===== src/rtl/ilt_pkg.sv =====
package ilt_pkg;

  // Number of tracked levels; the topmost index is the non-maskable level.
  localparam int unsigned NUM_LEVELS = 4;
  localparam int unsigned LEVEL_W    = $clog2(NUM_LEVELS);
  localparam int unsigned STATUS_W   = 8;

  typedef logic [NUM_LEVELS-1:0] levelMask_t;

  typedef struct packed {
    logic              valid;
    logic [LEVEL_W-1:0] idx;
  } topInfo_t;

  // Strobes the control path hands to the datapath each cycle.
  typedef struct packed {
    levelMask_t setMask;
    levelMask_t clrMask;
    logic       errPulse;
  } ctrlStrobe_t;

  // Highest set bit of a level mask.
  function automatic topInfo_t findTop(input levelMask_t m);
    topInfo_t r;
    r.valid = 1'b0;
    r.idx   = '0;
    for (int i = 0; i < NUM_LEVELS; i++) begin
      if (m[i]) begin
        r.valid = 1'b1;
        r.idx   = LEVEL_W'(i);
      end
    end
    return r;
  endfunction

endpackage


===== src/rtl/ilt_ctrl.sv =====
module ilt_ctrl
  import ilt_pkg::*;
(
  input  logic               ackValid,
  input  logic [LEVEL_W-1:0] ackLevel,
  input  logic               retValid,
  input  levelMask_t         curFlags,
  output ctrlStrobe_t        strobe
);

  localparam logic [LEVEL_W-1:0] TOP_CODE = LEVEL_W'(NUM_LEVELS - 1);

  topInfo_t   curTop;
  topInfo_t   postTop;
  levelMask_t retClr;
  levelMask_t postRet;
  logic       ackIsTop;
  logic       ackAbove;
  logic       ackLegal;

  // Return is resolved first: strip the innermost active level.
  always_comb begin
    curTop = findTop(curFlags);
    retClr = '0;
    if (retValid && curTop.valid) begin
      retClr = levelMask_t'(1) << curTop.idx;
    end
    postRet = curFlags & ~retClr;
    postTop = findTop(postRet);
  end

  // Acknowledge is then judged against the post-return flags.
  always_comb begin
    ackIsTop = (ackLevel == TOP_CODE);
    ackAbove = !postTop.valid || (ackLevel > postTop.idx);
    ackLegal = !postRet[ackLevel] && (ackIsTop || ackAbove);

    strobe.clrMask  = retClr;
    strobe.setMask  = '0;
    strobe.errPulse = 1'b0;
    if (ackValid) begin
      if (ackLegal) begin
        strobe.setMask = levelMask_t'(1) << ackLevel;
      end else begin
        strobe.errPulse = 1'b1;
      end
    end
  end

endmodule


===== src/rtl/ilt_datapath.sv =====
module ilt_datapath
  import ilt_pkg::*;
#(
  parameter int unsigned STATUS_BITS = STATUS_W
) (
  input  logic                   clk,
  input  logic                   rstN,
  input  ctrlStrobe_t            strobe,
  output levelMask_t             curFlags,
  output logic [STATUS_BITS-1:0] statusWord,
  output logic                   topValid,
  output logic [LEVEL_W-1:0]     topLevel,
  output logic                   protoErr
);

  levelMask_t flagsQ;
  logic       errQ;
  topInfo_t   topNow;

  always_ff @(posedge clk) begin
    if (!rstN) begin
      flagsQ <= '0;
      errQ   <= 1'b0;
    end else begin
      flagsQ <= (flagsQ & ~strobe.clrMask) | strobe.setMask;
      errQ   <= strobe.errPulse;
    end
  end

  // Maskable levels fill the low bits; the non-maskable level sits at the MSB.
  for (genvar b = 0; b < STATUS_BITS; b++) begin : gStatus
    if (b < NUM_LEVELS - 1) begin : gLow
      assign statusWord[b] = flagsQ[b];
    end else if (b == STATUS_BITS - 1) begin : gNmi
      assign statusWord[b] = flagsQ[NUM_LEVELS-1];
    end else begin : gRsvd
      assign statusWord[b] = 1'b0;
    end
  end

  always_comb topNow = findTop(flagsQ);

  assign curFlags = flagsQ;
  assign topValid = topNow.valid;
  assign topLevel = topNow.idx;
  assign protoErr = errQ;

endmodule


===== src/rtl/ilt_tracker.sv =====
module ilt_tracker
  import ilt_pkg::*;
(
  input  logic                clk,
  input  logic                rstN,
  input  logic                ackValid,
  input  logic [LEVEL_W-1:0]  ackLevel,
  input  logic                retValid,
  output logic [STATUS_W-1:0] statusWord,
  output logic                topValid,
  output logic [LEVEL_W-1:0]  topLevel,
  output logic                protoErr
);

  ctrlStrobe_t strobe;
  levelMask_t  curFlags;

  ilt_ctrl uCtrl (
    .ackValid (ackValid),
    .ackLevel (ackLevel),
    .retValid (retValid),
    .curFlags (curFlags),
    .strobe   (strobe)
  );

  ilt_datapath #(.STATUS_BITS(STATUS_W)) uData (
    .clk        (clk),
    .rstN       (rstN),
    .strobe     (strobe),
    .curFlags   (curFlags),
    .statusWord (statusWord),
    .topValid   (topValid),
    .topLevel   (topLevel),
    .protoErr   (protoErr)
  );

endmodule


===== config.mk =====
export PLATFORM = sky130hd
export DESIGN_NAME = ilt_tracker
export DESIGN_NICKNAME = d
export VERILOG_FILES = /design/src/rtl/ilt_pkg.sv /design/src/rtl/ilt_ctrl.sv /design/src/rtl/ilt_datapath.sv /design/src/rtl/ilt_tracker.sv
export SDC_FILE = /design/constraint.sdc
export NUM_CORES = 1
export LEC_CHECK = 0
export CELL_PAD_IN_SITES_DETAIL_PLACEMENT = 1
export CELL_PAD_IN_SITES_GLOBAL_PLACEMENT = 1
export CORE_AREA = 2 2 39 41
export CTS_CLUSTER_DIAMETER = 30
export DETAILED_ROUTE_END_ITERATION = 16
export DIE_AREA = 0 0 41 43
export DONT_BUFFER_PORTS = 1
export GPL_TIMING_DRIVEN = 0
export PLACE_DENSITY = 0.64
export SKIP_CTS_REPAIR_TIMING = 1
export SLEW_MARGIN = 30
export SYNTH_ARGS = -nofsm -noshare
export SYNTH_HDL_FRONTEND = slang
export SYNTH_SLANG_ARGS = --single-unit

===== constraint.sdc =====
create_clock -name clk -period 2.4 [get_ports clk]
set_input_delay 0.48 -clock clk [delete_from_list [all_inputs] [get_ports clk]]
set_output_delay 0.48 -clock clk [all_outputs]
set_load 0.02 [all_outputs]

Word-level counts from Yosys, hierarchy flattened --
Index checks and enable logic that the tools add are counted.
Storage, ports and cells: word-level logic and storage cells 31, RAM bits 0, bits of input ports 6, latch bits 0, register bits after elaboration 5, memories kept 0, memory bits (read-only) 0
Cells by class: bitwise logic cells 3, add/subtract/negate cells 0, $lt $le $gt $ge 2, div/mod/pow operators 0, mux-type cells 14, reductions and logical operators 7, shift-type cells 2, equal/unequal tests 1, $mul 0
Operator list (count):
- 3-bit 2-to-1 mux | 8
- 4-bit 2-to-1 mux | 3
- 1-bit by 2-bit << shifter with 4-bit output (first input constant) | 2
- 4-bit bitwise AND | 1
- 4-bit inverter | 1
- 4-bit OR | 1
- 2-bit by 3-bit less-than comparator with 1-bit output (second input constant) | 1
- 1-bit binary-select mux with 2-bit select | 1
- 2-bit equality test (second input constant) | 1
- 2-bit greater-than comparator | 1
- 1-bit logical AND | 2
- 1-bit logical NOT | 2
- 1-bit logical OR | 2
- 1-bit 2-to-1 mux | 2
- 2-bit AND reduction | 1

Logic depth before layout (Yosys ltp) --
depth in word-level cells 19, mapped depth 9, gate-level depth less buffers 8

Modules after synthesis --
From an unflattened synthesis, not the netlist that was laid out.
Unflattened totals: cell total of the unflattened synthesis 65, area total of the unflattened synthesis 521.8 um2
Modules (own cells, without submodules):
- ilt_ctrl | area an instance 272.8 um2, seq. area each 0.0 um2, instances 1, cells each 38
- ilt_datapath | area an instance 249.0 um2, seq. area each 100.1 um2, instances 1, cells each 27

Worst setup path before layout --
Ideal clock, no wire load.
kind register to register, from reg uData.flagsQ[2], in the netlist uData.curFlags[2], to reg uData.flagsQ[0], in the netlist uData.curFlags[0], arrival 1.809 ns, required time 2.283 ns, path slack 0.474 ns, setup time 0.117 ns, stages on the path, launching flop included 9, cells stage by stage dfxtp_1 > buf_2 > nand2b_1 > a21oi_1 > ha_1 > nor2b_1 > o21ai_0 > o311ai_0 > a22o_1
Between the ends: longest elaborated chain between the ends 17, elaborated cells on any way between the ends 22, classes of those cells 1 x order compare; 1 x shift; 11 x mux; 3 x bitwise; 6 x reduce/logical
Ends and longest elaborated chain:
- start, declared | RTL line ilt_datapath.sv:16 | levelMask_t flagsQ;
- start signal, assigned | RTL line ilt_datapath.sv:25 | flagsQ <= (flagsQ & ~strobe.clrMask) | strobe.setMask;
- 3-bit 2-to-1 mux (2 in series) | RTL line ilt_pkg.sv:28 | if (m[i]) begin
- 1-bit by 2-bit << shifter with 4-bit output or 1-bit logical AND (tied branches) | RTL line ilt_ctrl.sv:26, ilt_ctrl.sv:25
- 4-bit 2-to-1 mux | RTL line ilt_ctrl.sv:25 | if (retValid && curTop.valid) begin
- 4-bit inverter | RTL line ilt_ctrl.sv:28, ilt_datapath.sv:25
- 4-bit bitwise AND (*) | RTL line ilt_ctrl.sv:28, ilt_datapath.sv:25
- parallel branches: the longest is 10 deep, another holds 2-bit greater-than comparator
- 4-bit OR (*) | RTL line ilt_datapath.sv:25
Mark *: on every way between the ends. The select of a mux whose other input is x is not followed. A chain may end at the register's enable or synchronous reset.

Worst setup path in the final report --
Same ends and word-level chain as after synthesis.

==> out/results.ini <==
[layout]
fin_nets = 75
drive_gt1_share_pct = 24.24
final_cells = 82
diodes = 0
nFillCells = 178
area_growth_pct = 11.98

[clock_network]
cts.sinks = 5
cts_inserted_buffers = 3
cts.reportedPaths.clkPinSlew_ns = 0.06
ctsLongestPathBuffers = 2
cts_tree = yes
cts-htree-levels = 1
cts_root_buf = clkbuf_4
clkLatencyLatePin_ns = 0.25

[drt]
antenna_left = 0
drt_wl_total_um = 1257
vias = 462
drtPass1Iterations = 3
drc_errors = 0
drt_iter0_markers = 5
via_per_inst = 5.634
post_drt_wl_per_cell_um = 15.33

[power_and_ir_drop]
clock_power_share_pct = 38.7
p_total_uw = 263.7
power_frac_seq_pct = 35.9
power.switching_uw = 87.69
internal-power_uw = 176.0
swShare_pct = 33.25
power_density_mw_per_mm2 = 490.2
peakVddDrop_mv = 0.4414
combPwrFrac_pct = 25.4
leakagePower_uw = 0.0002537

[timing]
min_period_over_period_pct = 90.04
layout_setup_ws_ns = 0.2391
slew_violations = 0
finalCriticalPeriod_ns = 2.161
fmax_mhz = 462.8
rsz0062_at_grt = no
fin_skew_ns = 0.01803
setup_violations = 0
hold-worst-slack_ns = 0.3649
hold_viol = 0
tns_ns = 0

[synthesis]
synth_cell_types = 36
ys_warn_count = 0
yosys.area.top_type = dfxtp_1
synth.top_cells.by_area = dfxtp_1 21%, buf_4 6.3%, ha_1 5.2%, nand2b_1 3.9%, nor2b_1 3.9%
ys_async_sr_fraction_pct = 0
synthesis.area_um2 = 480.5
ys_seq_area_share_pct = 20.83
synthTopCellsByCount = 5 x dfxtp_1, 4 x buf_4, 4 x nand2_1
ys_dominant_reg_cell = dfxtp_1
synth-edff-count = 0
synth_top_area_share_pct = 20.83
syn_inst = 59
synth_most_common_cell = dfxtp_1
ys_ff_latch = 5
synth.avg_cell_area_um2 = 8.143

[setup_path]
crit_fanout = 10
slowest_stage = dfxtp_1
end_kind = register
arrival_ns = 2.29
crit_chain = buf_2 > nand2b_1 > a21oi_1 > ha_1 > nor2b_1 > o21ai_1 > o311ai_1 > a22o_1
slowest_delay_ns = 0.44
r2r_setup_slack_ns = 0.24
setup.worst_path.class = register to register
cp_data_required_time_ns = 2.52
cp-start-kind = register

[hold_path]
hold_class = input pin to register

[die]
die_h_um = 43
die_w_um = 41
initial_utilization_pct = 34.72
core_mm2 = 0.001384
ios = 18
die-area_mm2 = 0.001763
rows = 14

[global_route]
first_global_vias = 454
grt_usage_pct = 18.31
grt_max_degree = 11
grt_pass1_wl_um = 2118
grt.overflow.total = 0
antenna_found_initial = 0

[placement]
gp_congestion = 0.7047
hpwl_um = 906.2
pre_cts_slack_ns = 0.08613
dp.cells = 78
io_buffers = 0

[run]
maxCapViolCount = 0

[outcome]
status = finished, final reports clean

flip-flops by register name, indices dropped and copies added, names as in the netlist:
register	flops
uData.curFlags	4
uData.protoErr	1
stage by stage:
step                area (µm²)  utilization (%)
floorplan                491.7                -
global placement         511.7            36.98
detailed placement       511.7            36.98
CTS                      538.0            38.88
global route             538.0            38.88
finish                   538.0            38.88
critical path, delay by kind of cell, from the launching register on:
family                   cells  cell delay (ns)
adder cells (fa/ha/maj)      1             0.31
AO/OA/AOI/OAI                4             0.71
AND/OR/NAND/NOR              2             0.32
flip-flops                   1             0.44
buffers and inverters        1             0.25
cell families (layout without fill, tap and decap cells):
| kind of cell | count (synthesis) | after routing | share of synthesized area [%] |
|---|---|---|---|
| simple gates | 22 | 22 | 27.34 |
| compound gates | 17 | 17 | 30.73 |
| buf+inv | 11 | 15 | 12.76 |
| flops | 5 | 5 | 20.83 |
| fa+ha+maj | 3 | 3 | 7.551 |
| other cells | 1 | 4 | 0.7805 |
path summary, 6_finish.rpt:
check | from | endpoint | cells past startpoint
setup / recovery | uData.curFlags[2] | uData.curFlags[0] | 8
hold / removal | rstN | uData.curFlags[3] | 1
setup reg to reg | uData.curFlags[2] | uData.curFlags[0] | 8
hold reg to reg | uData.curFlags[1] | uData.curFlags[1] | 3
layout make-up:
cell class	instances	area, µm²	share of cell area [%]
Buffer	8	50.05	9.302
Sequential cell	5	100.1	18.60
Multi-Input combinational cell	46	330.3	61.40
Inverter	3	11.26	2.093
Tap cell	16	20.02	3.721
Clock buffer	4	26.28	4.884
layout by cell type, fill, tap and decap left out, types with 2 or more instances in the layout:
master    instances
dfxtp_1           5
nand2_1           4
buf_4             4
conb_1            4
buf_2             3
nand2b_1          3
inv_1             3
nor2b_1           3
clkbuf_4          3
a21oi_1           2
a22o_1            2
nand3b_1          2
nand3_1           2
ha_1              2
power groups by stage:
stage / Clock [µW] / Combinational, µW / Sequential [µW]
finish: 102 / 67.0 / 94.6
global route: 114 / 75.5 / 95.2
CTS: 106 / 66.5 / 94.7
detailed placement: 0 / 66.0 / 96.3
global placement: 0 / 63.8 / 96.3
floorplan: 0 / 56.2 / 95.1
routing by layer:
metal	GRT usage [%]	wire length, µm
met1	23.95	510
met2	25.31	626
met3	7.330	80
met4	8.667	40
met5	0	0
No activity file was read; power rests on OpenSTA's default activity.
